File: config.mk
export PLATFORM = sky130hd
export DESIGN_NAME = xlat_ctl
export DESIGN_NICKNAME = d
export VERILOG_FILES = /design/src/rtl/xlat_ctl_pkg.sv /design/src/rtl/xlat_ctl_fsm.sv /design/src/rtl/xlat_ctl_faults.sv /design/src/rtl/xlat_ctl.sv
export SDC_FILE = /design/constraint.sdc
export NUM_CORES = 1
export LEC_CHECK = 0
export ABC_CLOCK_PERIOD_IN_PS = 2600
export CORE_ASPECT_RATIO = 1.2
export CORE_MARGIN = 3
export CORE_UTILIZATION = 41
export DETAILED_ROUTE_END_ITERATION = 10
export PLACE_DENSITY = 0.72
export SYNTH_ARGS = -nofsm -noshare
export SYNTH_HDL_FRONTEND = slang
export SYNTH_HIERARCHICAL = 1
export SYNTH_SLANG_ARGS = --single-unit
File: constraint.sdc
create_clock -name clk -period 2.6 [get_ports clk]
set_input_delay 0.39 -clock clk [delete_from_list [all_inputs] [get_ports clk]]
set_output_delay 0.39 -clock clk [all_outputs]
set_load 0.05 [all_outputs]
File: src/rtl/xlat_ctl_pkg.sv
package xlat_ctl_pkg;

    typedef enum logic [1:0] {
        ST_OFF   = 2'd0,
        ST_RUN   = 2'd1,
        ST_DRAIN = 2'd2,
        ST_HELD  = 2'd3
    } ctl_state_t;

    localparam logic [31:0] CODE_OFF = 32'h0;
    localparam logic [31:0] CODE_EN  = 32'h5;
    localparam logic [31:0] CODE_BLK = 32'h7;

    localparam logic [7:0] OFS_CTL    = 8'h00;
    localparam logic [7:0] OFS_CFG    = 8'h04;
    localparam logic [7:0] OFS_STAT   = 8'h08;
    localparam logic [7:0] OFS_FLALL  = 8'h0C;
    localparam logic [7:0] OFS_FLENT  = 8'h10;
    localparam logic [7:0] OFS_PTB    = 8'h14;
    localparam logic [7:0] OFS_PEND   = 8'h18;
    localparam logic [7:0] OFS_CLR    = 8'h1C;
    localparam logic [7:0] OFS_A_PAGE = 8'h24;
    localparam logic [7:0] OFS_A_WR   = 8'h28;
    localparam logic [7:0] OFS_A_RD   = 8'h2C;
    localparam logic [7:0] OFS_A_BUS  = 8'h30;
    localparam logic [7:0] OFS_VER    = 8'h34;

    // address class: 0 page, 1 write, 2 read, 3 bus error
    function automatic logic [1:0] fault_class(input logic [2:0] kind);
        unique case (kind)
            3'd0:                 return 2'd0;
            3'd1, 3'd4, 3'd5:     return 2'd2;
            3'd3:                 return 2'd3;
            default:              return 2'd1;
        endcase
    endfunction

endpackage

File: src/rtl/xlat_ctl_fsm.sv
module xlat_ctl_fsm
    import xlat_ctl_pkg::*;
(
    input  logic        clk,
    input  logic        rst_n,
    input  logic        cmd_wr,
    input  logic [31:0] cmd_code,
    input  logic        flt_hit,
    input  logic        txn_idle,
    output logic        on,
    output logic        stall,
    output logic        blocked,
    output logic [31:0] ctl_rb
);
    ctl_state_t st, st_nx;

    wire go_off = cmd_wr && (cmd_code == CODE_OFF);
    wire go_en  = cmd_wr && (cmd_code == CODE_EN);
    wire go_blk = cmd_wr && (cmd_code == CODE_BLK);

    always_comb begin
        st_nx = st;
        unique case (st)
            ST_OFF: begin
                if (go_en)       st_nx = ST_RUN;
                else if (go_blk) st_nx = ST_DRAIN;
            end
            ST_RUN: begin
                if (go_off)                 st_nx = ST_OFF;
                else if (flt_hit || go_blk) st_nx = ST_DRAIN;
            end
            ST_DRAIN: begin
                if (go_off)                 st_nx = ST_OFF;
                else if (go_en && !flt_hit) st_nx = ST_RUN;
                else if (txn_idle)          st_nx = ST_HELD;
            end
            ST_HELD: begin
                if (go_off)                 st_nx = ST_OFF;
                else if (go_en && !flt_hit) st_nx = ST_RUN;
            end
        endcase
    end

    always_ff @(posedge clk) begin
        if (!rst_n) st <= ST_OFF;
        else        st <= st_nx;
    end

    always_comb begin
        on      = 1'b0;
        stall   = 1'b0;
        blocked = 1'b0;
        ctl_rb  = CODE_OFF;
        unique case (st)
            ST_OFF:   ;
            ST_RUN:   begin on = 1'b1; ctl_rb = CODE_EN; end
            ST_DRAIN: begin on = 1'b1; stall = 1'b1; ctl_rb = CODE_BLK; end
            ST_HELD:  begin on = 1'b1; stall = 1'b1; blocked = 1'b1; ctl_rb = CODE_BLK; end
        endcase
    end
endmodule

File: src/rtl/xlat_ctl_faults.sv
module xlat_ctl_faults
    import xlat_ctl_pkg::*;
#(
    parameter int NKIND = 8,
    parameter int VA_W  = 32,
    localparam int KW   = $clog2(NKIND),
    localparam int NCLS = 4
) (
    input  logic                 clk,
    input  logic                 rst_n,
    input  logic                 accept,
    input  logic [KW-1:0]        kind,
    input  logic [VA_W-1:0]      va,
    input  logic                 clr_wr,
    input  logic [NKIND-1:0]     clr_mask,
    output logic [NKIND-1:0]     pend,
    output logic [VA_W-1:0]      cls_va [NCLS]
);
    logic [1:0] cls;
    assign cls = fault_class(kind);

    for (genvar i = 0; i < NKIND; i++) begin : g_pend
        always_ff @(posedge clk) begin
            if (!rst_n)
                pend[i] <= 1'b0;
            else if (accept && kind == KW'(i))
                pend[i] <= 1'b1;
            else if (clr_wr && clr_mask[i])
                pend[i] <= 1'b0;
        end
    end

    for (genvar c = 0; c < NCLS; c++) begin : g_va
        always_ff @(posedge clk) begin
            if (!rst_n)
                cls_va[c] <= '0;
            else if (accept && cls == 2'(c))
                cls_va[c] <= va;
        end
    end
endmodule

File: src/rtl/xlat_ctl.sv
module xlat_ctl
    import xlat_ctl_pkg::*;
#(
    parameter int CNT_W    = 6,
    parameter int PG_SHIFT = 12,
    parameter int VER_MAJ  = 3,
    parameter int VER_MIN  = 3
) (
    input  logic             clk,
    input  logic             rst_n,
    input  logic             reg_wr,
    input  logic [7:0]       reg_addr,
    input  logic [31:0]      reg_wdata,
    output logic [31:0]      reg_rdata,
    input  logic             flt_valid,
    input  logic [2:0]       flt_kind,
    input  logic [31:0]      flt_va,
    input  logic [CNT_W-1:0] txn_cnt,
    output logic             stall,
    output logic             xlat_on,
    output logic             flush_all,
    output logic             flush_entry,
    output logic [31:0]      flush_va,
    output logic             irq
);
    localparam int NKIND = 8;
    localparam logic [31:0] VER_WORD =
        {4'(VER_MAJ), 7'(VER_MIN), 21'd0};

    logic        st_blocked;
    logic [31:0] ctl_rb;
    logic [31:0] cfg_q, ptb_q;
    logic [NKIND-1:0] pend;
    logic [31:0] cls_va [4];

    wire wr_ctl = reg_wr && reg_addr == OFS_CTL;
    wire flt_hit = flt_valid && xlat_on;

    xlat_ctl_fsm u_fsm (
        .clk      (clk),
        .rst_n    (rst_n),
        .cmd_wr   (wr_ctl),
        .cmd_code (reg_wdata),
        .flt_hit  (flt_hit),
        .txn_idle (txn_cnt == '0),
        .on       (xlat_on),
        .stall    (stall),
        .blocked  (st_blocked),
        .ctl_rb   (ctl_rb)
    );

    xlat_ctl_faults #(.NKIND(NKIND), .VA_W(32)) u_flt (
        .clk      (clk),
        .rst_n    (rst_n),
        .accept   (flt_hit),
        .kind     (flt_kind),
        .va       (flt_va),
        .clr_wr   (reg_wr && reg_addr == OFS_CLR),
        .clr_mask (reg_wdata[NKIND-1:0]),
        .pend     (pend),
        .cls_va   (cls_va)
    );

    assign irq = |pend;

    always_ff @(posedge clk) begin
        if (!rst_n) begin
            cfg_q       <= '0;
            ptb_q       <= '0;
            flush_all   <= 1'b0;
            flush_entry <= 1'b0;
            flush_va    <= '0;
        end else begin
            flush_all   <= reg_wr && (reg_addr == OFS_PTB ||
                           (reg_addr == OFS_FLALL && reg_wdata[0]));
            flush_entry <= reg_wr && reg_addr == OFS_FLENT && reg_wdata[0];
            if (reg_wr && reg_addr == OFS_CFG) cfg_q <= reg_wdata;
            if (reg_wr && reg_addr == OFS_PTB) ptb_q <= reg_wdata;
            if (reg_wr && reg_addr == OFS_FLENT)
                flush_va <= {reg_wdata[31:PG_SHIFT], {PG_SHIFT{1'b0}}};
        end
    end

    always_comb begin
        unique case (reg_addr)
            OFS_CTL:    reg_rdata = ctl_rb;
            OFS_CFG:    reg_rdata = cfg_q;
            OFS_STAT:   reg_rdata = {31'd0, st_blocked};
            OFS_PTB:    reg_rdata = ptb_q;
            OFS_PEND:   reg_rdata = {{(32-NKIND){1'b0}}, pend};
            OFS_A_PAGE: reg_rdata = cls_va[0];
            OFS_A_WR:   reg_rdata = cls_va[1];
            OFS_A_RD:   reg_rdata = cls_va[2];
            OFS_A_BUS:  reg_rdata = cls_va[3];
            OFS_VER:    reg_rdata = VER_WORD;
            default:    reg_rdata = '0;
        endcase
    end
endmodule

Word level (Yosys, flattened, before mapping)
Index checks and enable logic that the tools add are counted.
{"block": "word_totals", "register_bits": 224, "in_bits": 85, "word_cells": 136}
{"block": "classes", "n_eq_ne": 31, "n_mux": 32, "reduce_logical": 55}
{"op": "$pmux 32 s10", "count": 1}
{"op": "$eq 32x3->1 const B", "count": 2}
{"op": "$eq 8x6->1 const B", "count": 5}
{"op": "$logic_and 1x1->1", "count": 33}
{"op": "$eq 8x5->1 const B", "count": 4}
{"op": "$logic_not 32->1", "count": 1}
{"op": "$mux 1", "count": 19}
{"op": "$mux 2", "count": 9}
{"op": "$eq 8x4->1 const B", "count": 2}
{"op": "$reduce_bool 2->1", "count": 8}
{"op": "$eq 3x3->1 const B", "count": 4}
{"op": "$ne 3x1->1 const B", "count": 3}
{"op": "$eq 2x2->1 const B", "count": 4}
{"op": "$eq 8x3->1 const B", "count": 1}
{"op": "$logic_not 8->1", "count": 1}
{"op": "$pmux 2 s4", "count": 1}
{"op": "$reduce_or 8->1", "count": 1}
{"op": "$eq 3x2->1 const B", "count": 2}
{"op": "$logic_not 6->1", "count": 1}
{"op": "$pmux 2 s3", "count": 1}
{"op": "$pmux 3 s2", "count": 1}
{"op": "$reduce_or 3->1", "count": 2}
{"op": "$eq 2x1->1 const B", "count": 2}
{"op": "$logic_not 2->1", "count": 2}
{"op": "other kinds (7)", "count": 8}

Logic depth before layout (Yosys ltp)
{"block": "depth", "ltp_word": 9, "depth_mapped": 9, "ltp_nobuf": 7}

Cells and area by module
The synthesis kept the hierarchy.
{"mod": "xlat_ctl", "n_inst": 1, "cells_each": 643, "area_each_um2": 5362.6, "seq_area_each_um2": 1721.7}
{"mod": "xlat_ctl_faults", "n_inst": 1, "cells_each": 499, "area_each_um2": 4835.9, "seq_area_each_um2": 2722.6}
{"mod": "xlat_ctl_fsm", "n_inst": 1, "cells_each": 78, "area_each_um2": 564.3, "seq_area_each_um2": 40.0}

Least setup slack after synthesis
Ideal clock, no wire load.
{"block": "synth_path", "path_kind": "input-to-reg", "from": "input reg_addr[5]", "to": "register u_fsm.st[1]", "setup_ps": 122, "arrival_ps": 2550, "required_time_ps": 2478, "setup_slack_ps": -72, "path_stages": 9, "cell_sequence": "buf_6 nor4_4 clkbuf_1 and3_1 nor4b_1 nand4_1 o41ai_2 a21oi_1 o311a_1"}
{"block": "synth_via", "elab_chain_len": 7}
{"item": "start, declared", "line_no": "xlat_ctl.sv:12", "text": "input logic [7:0] reg_addr,"}
{"item": "$logic_not 8->1 (*)", "line_no": "xlat_ctl.sv:36", "text": "wire wr_ctl = reg_wr && reg_addr == OFS_CTL;"}
{"item": "$logic_and 1x1->1 (*)", "line_no": "xlat_ctl.sv:36"}
{"item": "via wr_ctl", "line_no": "xlat_ctl.sv:36"}
{"item": "$logic_and 1x1->1", "line_no": "xlat_ctl_fsm.sv:18", "text": "wire go_en = cmd_wr && (cmd_code == CODE_EN);"}
{"item": "$logic_and 1x1->1", "line_no": "xlat_ctl_fsm.sv:34, xlat_ctl_fsm.sv:39"}
{"item": "$mux 2", "line_no": "xlat_ctl_fsm.sv:34", "text": "else if (go_en && !flt_hit) st_nx = ST_RUN;"}
{"item": "$mux 2", "line_no": "xlat_ctl_fsm.sv:33", "text": "if (go_off) st_nx = ST_OFF;"}
{"item": "$pmux 2 s4", "line_no": "xlat_ctl_fsm.sv:23", "text": "unique case (st)"}
{"item": "end signal, assigned", "line_no": "xlat_ctl_fsm.sv:46", "text": "else st <= st_nx;"}
{"item": "end, declared", "line_no": "xlat_ctl_fsm.sv:15", "text": "ctl_state_t st, st_nx;"}
Mark *: on every way through the listed nets, which the timed path passes. The rest lies on a longest branch.
A chain may end at the register's enable or synchronous reset.

Final worst setup path
{"block": "layout_path", "from": "input reg_addr[3]", "to": "output reg_rdata[7]"}
{"block": "layout_via", "elab_chain_len": 2}
{"item": "$eq 8x6->1, or another cell as far along", "line_no": "xlat_ctl.sv:85", "text": "unique case (reg_addr)"}
{"item": "$pmux 32 s10 (*)", "line_no": "xlat_ctl.sv:85"}
{"item": "end, declared", "line_no": "xlat_ctl.sv:14", "text": "output logic [31:0] reg_rdata,"}
Every way passes the cells marked *; elsewhere a longest branch is shown, timed or not.

==> out/qor.yml <==
status: "finished, final reports clean"
synth_ff_type: "dfxtp_1"
hold_buffers: 0
slew_headroom_pct: 63.1
grt_pass1_vias: 9660
ant_nets: 0
synth.distinct_cells: 67
grt_usage_pct: 22.9
start_util_pct: 41.9
fill_cells: 2207
hold_class: "in -> reg"
drv_cap: 0
finClkSkew_ns: 0.00979
hold_viol_final: 0
clock_power_share_pct: 48.8
yosysTopAreaCellShare_pct: 41.7
ys_seq_elements: 224
yosysTopAreaCell: "dfxtp_1"
final_common_cell: "nand2_1"
worst_pin_slew_ns: 0.549
finalCriticalPeriod_ns: 2.55
cts-htree-levels: 1
ir_drop_mv: 0.568
synth_warnings: 6
firstDrtPassIters: 7
place_area_mm2: 0.0133
max_freq_ghz: 0.393
finalMaxSlewViolations: 0
die_h_um: 183
drt_iter0_markers: 932
cts_tree: "done"
layout_common_cells: "nand2_1, dfxtp_1, mux2i_1, clkdlybuf4s50_1, buf_4"
gp_congestion: 0.867
io_pins: 154
drc: 0
clock_path_buffers: 3
grt_pass1_wl_um: 52600
clk_latency_ns: 0.52
synthTopCellsByArea: "dfxtp_1, mux2i_1, nand2_1"
syn_to_final_growth_pct: 35.5
setup_viol: 0
syn-cell-area_mm2: 0.0108
crit_type: "in -> out"
p_int_w: 0.00613
io_buffers: 141
switching_share_pct: 22.6
postSynthAreaPerCell_um2: 8.82
start_kind: "input pin"
async_flop_share_pct: 0
power.density_mw_per_mm2: 543
power_frac_seq_pct: 43.4
core_region_area_mm2: 0.0257
combinationalPowerShare_pct: 7.8
cts.sink_count: 224
synth-edff-count: 0
stdcell_area_mm2: 0.0146
ys_seq_area_share_pct: 41.7
cp.required_ns: 2.21
cts.clk_slew.worst_paths_ns: 0.06
synth_cells: 1220
place_hpwl_um: 23100
p_switching_w: 0.00179
worstSetupEndpointType: "output port"
rows: 64
die_w_um: 154
cp.arrival_ns: 2.16
rsz0062_at_grt: "no"
tns_ns: 0
cts_root_buffer: "clkbuf_16"
critPathMaxFanout: 10
grt_max_degree: 66
cts_buffers: 25
wl_um: 33600
fp.dieArea_mm2: 0.0282
finalCritPeriodShare_pct: 97.9
wl_per_cell_um: 19.1
via_count: 9773
gr-total-overflow: 0
fin_util_pct: 56.7
antenna_found_initial: 3
routed_via_density: 5.55
p_leak_nw: 5.47
nNetsFinal: 1496
drive_above_1_share_pct: 19.2
==> per-layer routing <==
layer  part of all wire [%]  vias up  routed length, um  GRT usage, %
li1                       -     4635                  -             -
met1                     42     4638              14200          30.7
met2                     47      431              15700          37.5
met3                    8.0       67               2690          3.46
met4                    2.9        2                988          8.45
met5                  0.039        -                 13             0
==> cell type report <==
cell class	instances	area (um^2)	area share [%]
inverters	4	15.0	0.103
diodes	2	5.00	0.0343
well taps	330	413	2.83
clock inverters	11	186	1.28
flip-flops and latches	224	4480	30.7
repair buffers	270	3030	20.8
clock buffers	34	719	4.93
multi-input cells	886	5730	39.3
==> logic make-up (layout without fill, tap and decap cells) <==
group / count (synthesis) / after routing / share of synthesized area [%]
DFF: 224 / 224 / 41.7
and+or+nand+nor: 445 / 445 / 19.9
buffers and inverters: 149 / 319 / 8.16
muxes: 115 / 115 / 10.9
other: 2 / 43 / 0.0698
AOI/OAI and AO/OA: 285 / 285 / 19.4
==> flip-flops by register name (all words and copies together), names as in the netlist <==
register      cells
ptb_q            32
flush_all         1
flush_va         20
cfg_q            32
u_flt/cls_va    128
flush_entry       1
u_fsm/st          2
u_flt/pend        8
==> synthesized netlist by cell type (4+ instances only) <==
cell	n
a21boi_0	9
buf_1	10
nor2_1	15
mux2_2	14
nand3_1	76
a22oi_1	41
a22o_1	38
o21ai_1	27
buf_4	53
a21oi_1	4
o2bb2ai_1	5
nand2_1	258
inv_1	4
and2_1	4
a222oi_1	5
nor2b_1	26
o21ai_0	40
dfxtp_1	224
a32oi_1	8
o21ai_2	10
clkbuf_1	46
nand2b_1	4
buf_2	24
o211ai_1	5
and3_1	5
a221oi_1	10
a21o_1	4
mux2i_1	101
nor4_2	4
a21boi_1	60
nor4_1	5
nor3_1	14
buf_6	12
nand4_1	4
==> metrics by stage <==
stage                     setup WS [ns]  total power, W  cells  hold WS, ns
after CTS                        0.0193         0.00795   1759        0.251
after global routing            0.00443         0.00814   1761        0.271
after floorplan                 0.00127         0.00381   1259        0.431
final                            0.0550         0.00792   1761        0.265
after detailed placement         -0.378         0.00410   1703        0.445
after global placement           -0.287         0.00409   1703        0.439
==> worst max-delay path, stage by stage <==
cell	delay [ns]
clkdlybuf4s15_2	0.27
or4b_4	0.58
buf_8	0.19
nor3_4	0.20
a221oi_2	0.05
o211ai_1	0.14
bufbuf_16	0.33
==> worst paths after layout <==
path | startpoint | end | slack (ns) | cells after the start
worst min register to register | cfg_q[27] | cfg_q[27] | 0.45 | 2
worst min-delay path | rst_n | u_fsm/st[1] | 0.26 | 2
worst max register to register | u_fsm/st[0] | u_flt/cls_va[122] | 0.36 | 6
worst max-delay path | reg_addr[3] | reg_rdata[7] | 0.05 | 7
==> power by group through the flow <==
stage          Clock (W)  Sequential [W]  Combinational (W)
2_1_floorplan          0         0.00351           0.000298
3_3_place_gp           0         0.00351           0.000583
5_1_grt          0.00405         0.00343           0.000653
3_5_place_dp           0         0.00351           0.000586
6_report         0.00387         0.00343           0.000619
4_1_cts          0.00390         0.00343           0.000611
==> what timing repair did <==
| item | in CTS | in global routing |
|---|---|---|
| endpoints found under the hold margin | 0 | 0 |
| buffers inserted | 11 | 0 |
| pin swaps | 12 | 4 |
| gates resized for setup | 60 | 11 |
| setup endpoints to repair | 32 | 26 |
No activity file was read; power rests on OpenSTA's default activity.
